==> config.mk <==
export PLATFORM = sky130hd
export DESIGN_NAME = power_clock_sequencer
export DESIGN_NICKNAME = d
export VERILOG_FILES = /design/src/rtl/power_clock_sequencer.sv
export SDC_FILE = /design/constraint.sdc
export NUM_CORES = 1
export LEC_CHECK = 0
export BUFFER_PORTS_ARGS = -buffer_cell sky130_fd_sc_hd__buf_2
export CAP_MARGIN = 40
export CORE_ASPECT_RATIO = 1.1
export CORE_MARGIN = 2
export CORE_UTILIZATION = 55
export CTS_CLUSTER_DIAMETER = 120
export DETAILED_ROUTE_END_ITERATION = 6
export PLACE_DENSITY = 0.87
export SLEW_MARGIN = 10
export SYNTH_ARGS = -nofsm -noshare
export SYNTH_HDL_FRONTEND = slang
export SYNTH_SLANG_ARGS = --single-unit
==> constraint.sdc <==
create_clock -name clk -period 3.9 [get_ports clk]
set_input_delay 0.39 -clock clk [delete_from_list [all_inputs] [get_ports clk]]
set_output_delay 0.39 -clock clk [all_outputs]
set_load 0.05 [all_outputs]
==> src/rtl/power_clock_sequencer.sv <==
module power_clock_sequencer #(
  parameter int NSTAGE   = 11,
  parameter int RAMP_LEN = 4,
  localparam int LW = $clog2(RAMP_LEN + 1),
  localparam int SW = (NSTAGE > 1) ? $clog2(NSTAGE) : 1
) (
  input  logic                clk,
  input  logic                rst_n,
  input  logic                static_req,
  input  logic                start,
  output logic                ready,
  output logic                done,
  output logic [2*NSTAGE-1:0] phase,
  output logic [LW-1:0]       pos_level,
  output logic [LW-1:0]       neg_level
);

  typedef enum logic [1:0] {S_IDLE, S_UP, S_TOP, S_DOWN} state_t;

  localparam logic [LW-1:0] FULL = LW'(RAMP_LEN);
  localparam logic [SW-1:0] LAST = SW'(NSTAGE - 1);

  state_t          state;
  logic [SW-1:0]   stg;
  logic [LW-1:0]   cnt;
  logic            static_q;
  logic [NSTAGE-1:0] ramping;

  always_ff @(posedge clk) begin
    if (!rst_n) begin
      state    <= S_IDLE;
      stg      <= '0;
      cnt      <= '0;
      static_q <= 1'b0;
    end else begin
      case (state)
        S_IDLE: begin
          static_q <= static_req;
          if (start && !static_q) begin
            state <= S_UP;
            stg   <= '0;
            cnt   <= LW'(1);
          end
        end
        S_UP: begin
          if (cnt == FULL) begin
            cnt <= LW'(1);
            if (stg == LAST) state <= S_TOP;
            else             stg   <= stg + SW'(1);
          end else begin
            cnt <= cnt + LW'(1);
          end
        end
        S_TOP: begin
          state <= S_DOWN;
          cnt   <= LW'(1);
        end
        default: begin
          if (cnt == FULL) begin
            cnt <= LW'(1);
            if (stg == '0) state <= S_IDLE;
            else           stg   <= stg - SW'(1);
          end else begin
            cnt <= cnt + LW'(1);
          end
        end
      endcase
    end
  end

  for (genvar gi = 0; gi < NSTAGE; gi++) begin : g_phase
    assign phase[2*gi +: 2] =
        (state == S_IDLE) ? (static_q ? 2'b10 : 2'b00) :
        (state == S_TOP)  ? 2'b10 :
        (SW'(gi) < stg)   ? 2'b10 :
        (SW'(gi) == stg)  ? ((state == S_UP) ? 2'b01 : 2'b11) :
                            2'b00;
    assign ramping[gi] = phase[2*gi];
  end

  assign ready     = (state == S_IDLE);
  assign done      = (state == S_TOP);
  assign pos_level = (state == S_UP)   ? cnt :
                     (state == S_DOWN) ? FULL - cnt :
                     ((state == S_TOP) || static_q) ? FULL : '0;
  assign neg_level = FULL - pos_level;


  done_pulse_chk: assert property (@(posedge clk) disable iff (!rst_n)
    done |=> !done);


  single_ramp_chk: assert property (@(posedge clk) disable iff (!rst_n)
    $countones(ramping) <= 1);


  level_range_chk: assert property (@(posedge clk) disable iff (!rst_n)
    pos_level <= FULL);


  mode_hold_chk: assert property (@(posedge clk) disable iff (!rst_n)
    !ready |=> $stable(static_q));


  start_accept_chk: assert property (@(posedge clk) disable iff (!rst_n)
    (ready && start && !static_q) |=> (!ready && !done));


  static_rail_chk: assert property (@(posedge clk) disable iff (!rst_n)
    (ready && static_q) |-> (pos_level == FULL));

endmodule

Word-level counts from Yosys, hierarchy flattened. Index checks and enable logic that the tools add are counted.

Register bits: 10. Input bits: 4. Word-level logic and storage cells: 115.

Add/sub/neg operators: 5. $lt $le $gt $ge: 11. Equal/unequal tests: 20. Muxes and demuxes: 64. Bitwise gates (word level): 1. Reductions and logical operators: 10.

Operators with widths (count): $mux W2 (51); $mux W4 (5); $eq A3 B4 Y1 const A (4); $lt A3 B4 Y1 const A (4); $mux W3 (5); $eq A4 B4 Y1 const A (3); $lt A4 B4 Y1 const A (3); $pmux W4 S3 (1); $eq A2 B4 Y1 const A (2); $lt A1 B4 Y1 const A (2); $lt A2 B4 Y1 const A (2); $ne A2 B2 Y1 const B (3); $pmux W2 S3 (1); $pmux W3 S2 (1); $reduce_and A6 Y1 (1); $sub A3 B3 Y3 const A (2); $reduce_and A5 Y1 (1); $add A4 B1 Y4 const B (1); $eq A1 B4 Y1 const A (1); $eq A2 B2 Y1 const B (2); $eq A4 B4 Y1 const B (1); $logic_not A4 Y1 (1); $reduce_bool A4 Y1 (1); $sub A4 B1 Y4 const B (1); other kinds (12) (12).

Logic depth before layout (Yosys ltp).
Word-level depth: 6. Depth in mapped cells: 8. Depth with buffers taken out: 7.

Worst setup path before layout. No wires, ideal clock.

Path type: register -> output. Start point: register state[0]. End point: output port neg_level[2]. Arrival time: 3.224 ns. Data required time: 3.510 ns. Setup slack: 0.286 ns. Cell stages (with the launch flop): 6. Cell sequence: dfxtp_1 -> inv_1 -> ha_1 -> nor3_1 -> o31ai_1 -> xor2_1.

Cells in the longest elaborated chain, start to end: 6. Elaborated cells between the ends (all ways): 8.

RTL lines: start: declaration (line 23) `state_t state;`; start signal: assignment (line 31) `state <= S_IDLE;`; start signal: assignment (line 40) `state <= S_UP;`; start signal: assignment (line 48) `if (stg == LAST) state <= S_TOP;`; $eq A2 B2 Y1; via done (line 12) `output logic done,`; $logic_or A1 B1 Y1 (line 85) `((state == S_TOP) || static_q) ? FULL : '0;`; $mux W3 (line 85); $mux W3 (line 84) `(state == S_DOWN) ? FULL - cnt :`; $mux W3 (line 83) `assign pos_level = (state == S_UP) ? cnt :`; via pos_level[2] (line 14) `output logic [LW-1:0] pos_level,`; $sub A3 B3 Y3 (line 86) `assign neg_level = FULL - pos_level;`; end: declaration (line 15) `output logic [LW-1:0] neg_level`.

The timed path passes the listed nets, and every way through them passes these cells.

Worst setup path after layout.
Start point: register state[0]. End point: output port neg_level[2].

Cells in the longest elaborated chain, start to end: 6. Elaborated cells between the ends (all ways): 8.

RTL lines (line): $eq A2 B2 Y1 (85); $logic_or A1 B1 Y1 (85); $mux W3 (85); $mux W3 (84); $mux W3 * (83); $sub A3 B3 Y3 * (86).

Every way passes the cells marked *; elsewhere a longest branch is shown, timed or not.

==> metrics.csv <==
stage,metric,value,unit
outcome,status,"finished, final reports clean",
sta,rsz0062_at_grt,false,
clock_network,cts_buffer_depth,2,
setup_path,r2r_cells,5,
logic_synthesis,syn_avg_cell_area,7.665,um^2
sta,relSlewSlack,0.5186,
die,dieArea,2487,um^2
logic_synthesis,synth_area_leader_cell,dfxtp_1,
setup_path,cp.arrival,2.29,ns
die,fp.dieW,47.74,um
sta,finalSetupViolCount,0,
run,maxCapViolations,0,
route,wirelength,2.980,mm
placement,dpl_worst_slack,1.535,ns
placement,dpl.hpwl,2.334,mm
hold_path,hold-path-cell-count,3,
logic_synthesis,syn_area,1157,um^2
logic_synthesis,seq_area_frac_synth,0.1730,
clock_network,cts_buffers,3,
setup_path,end_kind,output port,
clock_network,root_buffer,clkbuf_4,
sta,period_share,0.6873,
sta,fin_skew,0.007084,ns
placement,finalWeightedCongestion,0.8914,
die,die_h,52.11,um
setup_path,cpMostUsedCell,ha_1,
clock_network,cts_setup_buffers,0,
setup_path,path_class,flip-flop to output port,
clock_network,cts_tree,done,
sta,holdWs,0.3730,ns
route,drt_pass1_iterations,4,
die,start_util,0.5788,
hold_path,whs_endpoint,static_q,
grt,grt_pass1_wl,4.795,mm
clock_network,hold_buffers,0,
placement,numPortBuffers,33,
setup_path,cp.required,3.51,ns
grt,grtUsageTotal,0.2623,
die,fp-row-count,17,
logic_synthesis,syn_nets,171,
logic_synthesis,synth-async-reset-ratio,0,
logic_synthesis,synthTopCellsByCount,"nand2_1, ha_1, a21oi_1, nor2_1",
cells_and_area,drive_gt1_frac,0.2611,
route,num_vias,1237,
setup_path,cp_max_fo,19,
hold_path,hp-start,static_req,
sta,timing.final.crit_period,2.681,ns
hold_path,min_path_type,input port to flip-flop,
logic_synthesis,synth_cells,151,
setup_path,crit_chain,ha_1 -> nand2_1 -> o21a_1 -> ha_1 -> xor2_1 -> buf_2,
setup_path,critPathLaunchType,flip-flop,
logic_synthesis,ys_warn_count,0,
route,drt_iter0_drc,38,
logic_synthesis,ys_types,42,
route,wl_per_cell,14.33,um
clock_network,ctsResizeCount,0,
route,ant_nets,0,
setup_path,cpMaxStageDelayCell,ha_1,
clock_network,h-tree-depth,1,
grt,grt_max_degree,20,
logic_synthesis,synth-edff-count,0,
sta,tightest_slew,0.7222,ns
sta,fin_setup_tns,0,ns
logic_synthesis,yosys-top-cells-area,"dfxtp_1, ha_1, a21oi_1",
clock_network,clkSinkCount,10,
cells_and_area,antenna_cells,0,
setup_path,r2r-end,stg[2],
sta,hold_violations,0,
cells_and_area,design_area,1349,um^2
die,io_pins,34,
logic_synthesis,yosysTopAreaCellShare,0.1730,
setup_path,rrSetupSlack,1.82,ns
sta,slew_viol_final,0,
clock_network,clkLatencyLatePin,0.27,ns
sta,fmax,373.1,MHz
sta,setup_slack,1.219,ns
logic_synthesis,ys.flop_type,dfxtp_1,
grt,antenna_found_initial,0,
logic_synthesis,synth_most_common_cell,nand2_1,
route,drc,0,
placement,placed_area,1313,um^2
grt,grt_pass1_vias,1127,
cells_and_area,areaGrowthSynthToFinish,16.54,%
grt,grt_overflow_total,0,
clock_network,clk_pin_slew,0.08,ns
route,via_per_inst,5.947,
die,core,1999,um^2
setup_path,slowest_delay,0.67,ns
setup_path,reg2reg_from,state[0],
cells_and_area,final_nets,201,
logic_synthesis,ys_ff_latch,10,
routing by layer:
| metal | track usage | share of wire | wire length, um | up-vias |
|---|---|---|---|---|
| met1 | 0.2918 | 0.42 | 1245 | 569 |
| met3 | 0.05903 | 0.058 | 172 | 7 |
| met2 | 0.4533 | 0.51 | 1528 | 58 |
| li1 | - | - | - | 603 |
| met4 | 0.1171 | 0.011 | 34 | 0 |
| met5 | 0 | 0 | 0 | - |
worst max-delay path by stage:
stage / startpoint / end / slack (ns)
floorplan: state[0] / neg_level[2] / 0.29
global placement: state[1] / neg_level[2] / 1.64
detailed placement: state[1] / neg_level[2] / 1.54
CTS: state[1] / neg_level[2] / 1.22
global route: state[1] / neg_level[2] / 1.04
finish: state[0] / neg_level[2] / 1.22
state kept, by name (all words and copies together), names as in the netlist:
signal / cells
stg: 4
static_q: 1
cnt: 3
state: 2
worst max-delay path, delay by kind of cell (launching register included):
kind,cells,cell delay [ns]
and+or+nand+nor,1,0.11
adders and majority gates,2,0.88
AOI/OAI and AO/OA,1,0.14
buffers and inverters,1,0.28
xor gates and xnor gates,1,0.15
DFF,1,0.45
cells by family after synthesis:
logic type / share of synthesized area
XOR/XNOR: 0.007569
adder cells (fa/ha/maj): 0.1730
buffers and inverters: 0.07459
multiplexers: 0.03568
flip-flops: 0.1730
AO/OA/AOI/OAI: 0.2562
AND/OR/NAND/NOR: 0.2800
cell usage in the layout, fill, tap and decap left out, types with 2 or more instances in the layout:
master,Yosys,final
a21oi_1,15,15
a22oi_1,2,2
a311oi_2,3,3
a31oi_1,3,3
and3_1,6,6
buf_2,3,33
clkbuf_4,0,3
dfxtp_1,10,10
ha_1,16,16
inv_1,10,10
mux2i_1,3,3
nand2_1,18,18
nand2b_1,3,3
nand3_1,2,2
nand3b_1,2,2
nor2_1,12,12
nor2b_1,3,3
nor3_1,5,5
nor4_1,3,3
o21a_1,2,2
o21ai_1,3,3
o31ai_1,2,2
or2_1,2,2
or3_1,2,2
metrics by stage:
stage / cells / util
after floorplan: 151 / -
after global placement: 204 / 0.6564
after detailed placement: 204 / 0.6564
after CTS: 208 / 0.6746
after global routing: 208 / 0.6746
final: 208 / 0.6746
cell type report:
| type | count | area (um^2) |
|---|---|---|
| Clock buffer | 4 | 36.28 |
| Tap cell | 28 | 35.03 |
| Timing Repair Buffer | 33 | 165.2 |
| Fill cell | 186 | 650.6 |
| Sequential cell | 10 | 200.2 |
| Multi-Input combinational cell | 122 | 870.8 |
| Inverter | 11 | 41.29 |
Power is left out: the tool's default activity adds up to more than one toggle a clock period on the data nets, which glitch-free logic cannot reach.
